[src/rtl/tab_pkg.sv]
package tab_pkg;
  localparam int STS_W   = 2;
  localparam int NUM_BUS = 2;
  localparam int STS_SIG = 0;  // abort signalled to initiator
  localparam int STS_RCV = 1;  // abort received from target

  typedef enum logic [2:0] {
    PH_NONE        = 3'd0,
    PH_XFER        = 3'd1,
    PH_DISC_DATA   = 3'd2,
    PH_DISC_NODATA = 3'd3,
    PH_ABORT       = 3'd4,
    PH_RETRY       = 3'd5
  } phase_e;

  typedef enum logic [1:0] {
    TS_IDLE,
    TS_OPEN,
    TS_MOVED,
    TS_ENDED
  } tgt_st_e;

  typedef enum logic [2:0] {
    IS_IDLE,
    IS_ACTIVE,
    IS_POSTED,
    IS_DISC,
    IS_DONE
  } ini_st_e;
endpackage

[src/rtl/tab_phase_sort.sv]
module tab_phase_sort
  import tab_pkg::*;
(
  input  logic   clk_i,
  input  logic   rst_ni,
  input  logic   frame_i,
  input  logic   irdy_i,
  input  logic   stop_i,
  input  logic   trdy_i,
  input  logic   devsel_i,
  output phase_e phase_o,
  output logic   idle_o
);
  tgt_st_e st_q, st_d;
  phase_e  phase;
  logic    open_w, valid_w, stop_cls;

  assign idle_o = !frame_i && !irdy_i;
  assign open_w = (st_q == TS_OPEN) || (st_q == TS_MOVED);
  assign valid_w = open_w && irdy_i && (stop_i || trdy_i);

  always_comb begin
    phase = PH_NONE;
    if (valid_w) begin
      if (stop_i && !devsel_i)  phase = PH_ABORT;
      else if (stop_i && trdy_i) phase = PH_DISC_DATA;
      else if (stop_i)           phase = (st_q == TS_MOVED) ? PH_DISC_NODATA : PH_RETRY;
      else if (devsel_i)         phase = PH_XFER;
    end
  end

  assign stop_cls = (phase == PH_DISC_DATA) || (phase == PH_DISC_NODATA) ||
                    (phase == PH_ABORT) || (phase == PH_RETRY);

  always_comb begin
    st_d = st_q;
    unique case (st_q)
      TS_IDLE: if (frame_i) st_d = TS_OPEN;
      TS_OPEN, TS_MOVED: begin
        if (stop_cls)               st_d = TS_ENDED;
        else if (phase == PH_XFER)  st_d = TS_MOVED;
        else if (idle_o)            st_d = TS_IDLE;
      end
      TS_ENDED: if (idle_o) st_d = TS_IDLE;
      default: st_d = TS_IDLE;
    endcase
  end

  always_ff @(posedge clk_i or negedge rst_ni) begin
    if (!rst_ni) st_q <= TS_IDLE;
    else         st_q <= st_d;
  end

  assign phase_o = phase;

  // one terminating phase per transaction
  p_one_stop_r4: assert property (@(posedge clk_i) disable iff (!rst_ni)
    stop_cls |=> (phase_o == PH_NONE));

  // no-data disconnect only after a transfer in the same transaction
  p_nodata_after_xfer_r3: assert property (@(posedge clk_i) disable iff (!rst_ni)
    (phase_o == PH_DISC_NODATA) |-> (st_q == TS_MOVED) && $past(st_q != TS_IDLE));
endmodule

[src/rtl/tab_ini_track.sv]
module tab_ini_track
  import tab_pkg::*;
(
  input  logic    clk_i,
  input  logic    rst_ni,
  input  logic    start_i,
  input  logic    posted_i,
  input  logic    disc_i,
  input  logic    bus_idle_i,
  input  logic    tgt_idle_i,
  output ini_st_e state_o
);
  ini_st_e st_q, st_d;

  always_comb begin
    st_d = st_q;
    unique case (st_q)
      IS_IDLE:   if (start_i) st_d = posted_i ? IS_POSTED : IS_ACTIVE;
      IS_ACTIVE: begin
        if (disc_i)          st_d = IS_DISC;
        else if (bus_idle_i) st_d = IS_IDLE;
      end
      IS_POSTED: if (disc_i || bus_idle_i) st_d = IS_DONE;
      IS_DISC:   if (bus_idle_i) st_d = IS_IDLE;
      IS_DONE:   if (tgt_idle_i) st_d = IS_IDLE;
      default:   st_d = IS_IDLE;
    endcase
  end

  always_ff @(posedge clk_i or negedge rst_ni) begin
    if (!rst_ni) st_q <= IS_IDLE;
    else         st_q <= st_d;
  end

  assign state_o = st_q;

  // finished state only reached through a posted write
  p_done_src_r9: assert property (@(posedge clk_i) disable iff (!rst_ni)
    (st_q == IS_DONE) |-> ($past(st_q) == IS_POSTED) || ($past(st_q) == IS_DONE));

  // disconnected state only reached from a non-posted transaction
  p_disc_src_r8: assert property (@(posedge clk_i) disable iff (!rst_ni)
    (st_q == IS_DISC) |-> ($past(st_q) == IS_ACTIVE) || ($past(st_q) == IS_DISC));
endmodule

[src/rtl/tab_sticky.sv]
module tab_sticky #(
  parameter int W = 2
) (
  input  logic         clk_i,
  input  logic         rst_ni,
  input  logic [W-1:0] set_i,
  input  logic [W-1:0] clr_i,
  output logic [W-1:0] q_o
);
  logic [W-1:0] q_q;

  always_ff @(posedge clk_i or negedge rst_ni) begin
    if (!rst_ni) q_q <= '0;
    else         q_q <= (q_q & ~clr_i) | set_i;  // set wins
  end

  assign q_o = q_q;

  // uncleared bits persist
  p_sticky_r10: assert property (@(posedge clk_i) disable iff (!rst_ni)
    ((q_o & ~clr_i) != '0) |=> ((q_o & $past(q_o & ~clr_i)) == $past(q_o & ~clr_i)));

  // a bit only rises from a set request
  p_set_src_r10: assert property (@(posedge clk_i) disable iff (!rst_ni)
    ((q_o & ~$past(q_o)) != '0) |-> ((q_o & ~$past(q_o) & ~$past(set_i)) == '0));
endmodule

[src/rtl/tab_abort_relay.sv]
module tab_abort_relay
  import tab_pkg::*;
(
  input  logic             clk_i,
  input  logic             rst_ni,
  input  logic             dir_i,
  input  logic             serr_en_i,
  input  logic             perr_en_i,
  input  logic             ini_frame_i,
  input  logic             ini_irdy_i,
  input  logic             ini_start_i,
  input  logic             ini_posted_i,
  input  logic             ini_disc_i,
  input  logic             tgt_frame_i,
  input  logic             tgt_irdy_i,
  input  logic             tgt_stop_i,
  input  logic             tgt_trdy_i,
  input  logic             tgt_devsel_i,
  input  logic [STS_W-1:0] pri_clr_i,
  input  logic [STS_W-1:0] sec_clr_i,
  output logic             ini_stop_o,
  output logic             ini_trdy_o,
  output logic             ini_devsel_o,
  output logic [2:0]       tgt_phase_o,
  output logic [STS_W-1:0] pri_sts_o,
  output logic [STS_W-1:0] sec_sts_o,
  output logic             serr_no
);
  phase_e  phase;
  ini_st_e ini_st;
  logic    tgt_idle, ini_idle;
  logic    is_abort, mirror, fwd, serr_req, serr_q;

  logic [NUM_BUS-1:0][STS_W-1:0] set_w, clr_w, q_w;

  assign ini_idle = !ini_frame_i && !ini_irdy_i;

  tab_phase_sort u_sort (
    .clk_i    (clk_i),
    .rst_ni   (rst_ni),
    .frame_i  (tgt_frame_i),
    .irdy_i   (tgt_irdy_i),
    .stop_i   (tgt_stop_i),
    .trdy_i   (tgt_trdy_i),
    .devsel_i (tgt_devsel_i),
    .phase_o  (phase),
    .idle_o   (tgt_idle)
  );

  tab_ini_track u_ini (
    .clk_i      (clk_i),
    .rst_ni     (rst_ni),
    .start_i    (ini_start_i),
    .posted_i   (ini_posted_i),
    .disc_i     (ini_disc_i),
    .bus_idle_i (ini_idle),
    .tgt_idle_i (tgt_idle),
    .state_o    (ini_st)
  );

  assign is_abort = (phase == PH_ABORT);
  // initiator still attached: return the abort in this data phase
  assign mirror   = is_abort && ((ini_st == IS_ACTIVE) || (ini_st == IS_POSTED));
  assign fwd      = (ini_st == IS_ACTIVE) && (phase != PH_NONE) && !is_abort;
  assign serr_req = is_abort && (ini_st == IS_DONE) && serr_en_i && perr_en_i;

  always_comb begin
    ini_stop_o   = 1'b0;
    ini_trdy_o   = 1'b0;
    ini_devsel_o = 1'b0;
    if (mirror) begin
      ini_stop_o = 1'b1;
    end else if (fwd) begin
      ini_stop_o   = tgt_stop_i;
      ini_trdy_o   = tgt_trdy_i;
      ini_devsel_o = tgt_devsel_i;
    end
  end

  always_ff @(posedge clk_i or negedge rst_ni) begin
    if (!rst_ni) serr_q <= 1'b1;
    else         serr_q <= !serr_req;
  end
  assign serr_no = serr_q;

  assign clr_w[0] = pri_clr_i;
  assign clr_w[1] = sec_clr_i;

  for (genvar g = 0; g < NUM_BUS; g++) begin : g_bus
    logic ini_side;
    assign ini_side = (dir_i == 1'(g));
    always_comb begin
      set_w[g]          = '0;
      set_w[g][STS_SIG] = mirror && ini_side;
      set_w[g][STS_RCV] = is_abort && !ini_side;
    end
    tab_sticky #(.W(STS_W)) u_sts (
      .clk_i  (clk_i),
      .rst_ni (rst_ni),
      .set_i  (set_w[g]),
      .clr_i  (clr_w[g]),
      .q_o    (q_w[g])
    );
  end

  assign pri_sts_o   = q_w[0];
  assign sec_sts_o   = q_w[1];
  assign tgt_phase_o = phase;

  // same-cycle abort mirror while the initiator is attached
  p_mirror_r5: assert property (@(posedge clk_i) disable iff (!rst_ni)
    (is_abort && (ini_st == IS_ACTIVE || ini_st == IS_POSTED))
      |-> (ini_stop_o && !ini_trdy_o && !ini_devsel_o));

  // outside the non-posted state only a mirrored abort drives the initiator
  p_quiet_r6: assert property (@(posedge clk_i) disable iff (!rst_ni)
    ((ini_st != IS_ACTIVE) && !(is_abort && ini_st == IS_POSTED))
      |-> !(ini_stop_o || ini_trdy_o || ini_devsel_o));

  // system error lasts one clock
  p_serr_one_r9: assert property (@(posedge clk_i) disable iff (!rst_ni)
    !serr_no |=> serr_no);

  // system error needs both enables and a finished posted write
  p_serr_gate_r9: assert property (@(posedge clk_i) disable iff (!rst_ni)
    !serr_no |-> $past(serr_en_i && perr_en_i && ini_st == IS_DONE && is_abort));
endmodule

[config.mk]
export PLATFORM = sky130hd
export DESIGN_NAME = tab_abort_relay
export DESIGN_NICKNAME = d
export VERILOG_FILES = /design/src/rtl/tab_pkg.sv /design/src/rtl/tab_phase_sort.sv /design/src/rtl/tab_ini_track.sv /design/src/rtl/tab_sticky.sv /design/src/rtl/tab_abort_relay.sv
export SDC_FILE = /design/constraint.sdc
export NUM_CORES = 1
export LEC_CHECK = 0
export ABC_AREA = 1
export BUFFER_PORTS_ARGS = -buffer_cell sky130_fd_sc_hd__clkbuf_2
export CAP_MARGIN = 20
export CORE_MARGIN = 8
export CORE_UTILIZATION = 41
export CTS_CLUSTER_SIZE = 8
export DETAILED_ROUTE_END_ITERATION = 6
export PLACE_DENSITY = 0.73
export SLEW_MARGIN = 10
export SYNTH_ARGS = -nofsm -noshare
export SYNTH_HDL_FRONTEND = slang
export SYNTH_SLANG_ARGS = --single-unit
[constraint.sdc]
create_clock -name clk_i -period 1.44 [get_ports clk_i]
set_clock_uncertainty 0.1 [all_clocks]
set_input_delay 0.072 -clock clk_i [delete_from_list [all_inputs] [get_ports clk_i]]
set_output_delay 0.072 -clock clk_i [all_outputs]
set_load 0.05 [all_outputs]
==> metrics.md <==
| Metric | Value |
|---|---|
| Psw | 1.01 mW |
| Largest net degree at the start of global routing | 11 |
| Sequential power share | 20.2% |
| CTS root buffer | clkbuf_4 |
| Initial antenna violation count | 0 |
| Worst Hold Class | in -> reg |
| Filler cells | 78 |
| Most common cell after layout, fill and taps aside | clkbuf_2 |
| Drt wl/cell | 16.2 um |
| Area grow syn2layout | 109% |
| Max-cap check violation count | 0 |
| Die ar. | 3290 sq um |
| Setup Viol. Count Final | 15 |
| Core area | 1670 sq um |
| Syn Area/Cell | 6.75 sq um |
| Global-route congestion overflow total | 0 |
| Fmax | 526 MHz |
| Vias/cell | 5.11 |
| #FFs+latches synth | 10 |
| Failing checks | setup timing |
| Leak Pwr | 0.773 nW |
| Hold path cells | 4 |
| Hold endpoint | u_ini.state_o[1] |
| Vias in the first global route | 1004 |
| Routed via count | 966 |
| Fraction of layout cells with a size suffix above 1 | 55.2% |
| Max rail drop VDD | 0.00112 V |
| Final hold vios | 0 |
| Combinational share of power | 70.5% |
| Slew Limit Fails | 0 |
| Gpl congestion | 0.806 |
| Die height | 57.4 um |
| Most frequent cells in the layout | 23 x clkbuf_2, 21 x nand2_1, 19 x buf_4 |
| Post-synth cell types | 20 |
| Router iterations before antenna repair | 4 |
| Switching fraction of total power | 45.9% |
| Max clock buf depth | 2 |
| TritonCTS clock tree | built |
| Seq/Total Area, Yosys | 35.8% |
| First-pass GRT wire length | 4490 um |
| Total GRT Usage | 17.3% |
| Syn Nets | 127 |
| Cells after Synth | 104 |
| Initial Util | 42.0% |
| Post-DP HPWL | 1720 um |
| Clock network fraction of design power | 9.3% |
| Crit end category | output pin |
| Req. time, crit path | 1.27 ns |
| Power Total | 2.19 mW |
| Worst-Margin Slew | 0.302 ns |
| Critical R2R Launch | u_sort.st_q[1] |
| Setup slack, reg-to-reg | -0.34 ns |
| Die W | 57.4 um |
| Clk Latency, worst-skew pair | 0.27 ns |
| Hold Crit Start | ini_disc_i |
| # clock sinks | 10 |
| Drc violations | 0 |
| CP Launch Type | flip-flop |
| Worst-path clk slew | 0.06 ns |
| Total routed wirelength | 3060 um |
| Sequential cell area | 251 sq um |
| Post-route antenna net violation count | 0 |
| Tcrit/Tclk final | 132% |
| R2R Path End | g_bus[1].u_sts.q_o[0] |
| Status | finished with violations |
| Rows | 15 |
| PortBufs | 29 |
| H-Tree Depth | 1 |
| I/O Pins | 30 |
| Power Density | 1490 nW/um^2 |
| Critical path type | reg -> out |
| Slew HR | 79.8% |
| Internal power | 1.18 mW |
| Yosys Warn Count | 0 |
| Clock period minus worst slack | 1.90 ns |
| Inserted Clock Buffers | 3 |
| Diodes inserted | 0 |
| RSZ-0062 raised after global routing | yes |
| Path depth of the worst reg2reg path | 10 |
| Pre-CTS setup slack | -0.175 ns |
| Nets | 196 |
| DRT iter0 DRCs | 32 |
| Synth Cell Area | 702 sq um |
| Multi-input logic area | 533 sq um |
| Setup ws final | -0.461 ns |
| Critical Path AT | 1.73 ns |
| Largest fanout on the critical path | 3 |
==> what timing repair did <==
item / in CTS / in global routing
gates resized for setup: 23 / 11
setup endpoints to repair: 9 / 14
hold buffers: 9 / 0
setup buffers: 13 / 4
hold endpoints to repair: 17 / 0
pin swaps: 12 / 7
==> worst max path at each step <==
stage / from / to / cells past startpoint / slack, ns
6_report: u_sort.st_q[1] / ini_stop_o / 9 / -0.46
5_1_grt: u_sort.st_q[1] / ini_stop_o / 9 / -0.51
4_1_cts: u_sort.st_q[0] / ini_stop_o / 9 / -0.42
3_5_place_dp: u_sort.st_q[1] / ini_stop_o / 9 / -0.18
3_3_place_gp: u_sort.st_q[1] / ini_stop_o / 9 / -0.11
2_1_floorplan: u_sort.st_q[0] / ini_stop_o / 8 / -0.20
==> per-layer routing <==
metal / global-route usage [%] / vias to the layer above / wire length (um)
li1: - / 465 / -
met1: 17.2 / 445 / 974
met2: 33.3 / 48 / 1820
met3: 4.26 / 8 / 175
met4: 6.43 / 0 / 88
met5: 0 / - / 0
==> power by group through the flow <==
| stage | Clock, mW | Combinational, mW | Sequential (mW) |
|---|---|---|---|
| finish | 0.204 | 1.54 | 0.441 |
| global route | 0.220 | 1.65 | 0.450 |
| CTS | 0.208 | 1.35 | 0.436 |
| detailed placement | 0 | 1.11 | 0.433 |
| global placement | 0 | 1.06 | 0.426 |
| floorplan | 0 | 0.618 | 0.476 |
==> metrics by stage <==
step           utilization, %  TNS, ns  std cells  hold WS, ns  cell area [sq um]
2_1_floorplan               -   -0.553        104       -0.324                759
3_3_place_gp             66.7   -0.197        163       -0.161               1110
3_5_place_dp             66.7   -0.588        163       -0.153               1110
4_1_cts                  83.5    -3.49        185      0.00732               1400
5_1_grt                  87.9    -5.13        189       0.0312               1470
6_report                 87.9    -4.37        189       0.0127               1470
==> worst max-delay path, stage by stage, from the launching register on <==
cell and delay (ns):
dfrtp_1 0.39, inv_2 0.07, ha_4 0.30, nand2_4 0.06, nor2_4 0.09, nand2_2 0.06
inv_2 0.08, nand2_4 0.08, o21ai_4 0.18, buf_12 0.15
==> layout make-up <==
type / instances / share of cell area (%)
clock buffer: 4 / 1.79
timing repair buffer: 64 / 37.2
tap: 17 / 1.45
sequential: 10 / 17.1
multi-input combinational: 71 / 36.3
inverter: 23 / 6.13
==> Yosys cell counts <==
library cell	instances	share of area (%)
nand4_1	1	0.89
dfrtp_1	9	32
ha_1	4	7.1
nor2_1	11	5.9
o22ai_1	2	1.8
o211ai_1	1	1.1
inv_1	20	11
nor3_2	1	1.4
dfstp_2	1	3.7
or2_1	1	0.89
nor3_1	2	1.4
o21ai_2	1	1.2
o21ai_0	2	1.4
inv_2	3	1.6
nand3b_1	2	2.1
o21ai_1	3	2.1
nand3_1	10	7.1
nand2_1	26	14
a21oi_1	1	0.71
nor2_2	3	2.7
==> cells by family after synthesis <==
family                     synth area share (%)
DFF                                        35.8
AOI/OAI and AO/OA                          8.38
buffers and inverters                      12.3
adders and majority gates                  7.13
and+or+nand+nor                            36.4
==> flip-flops by register name, indices dropped and copies added (netlist names) <==
register,count
g_bus.u_sts.q_o,4
u_ini.state_o,3
serr_no,1
u_sort.st_q,2
No activity file was read; power rests on OpenSTA's default activity.
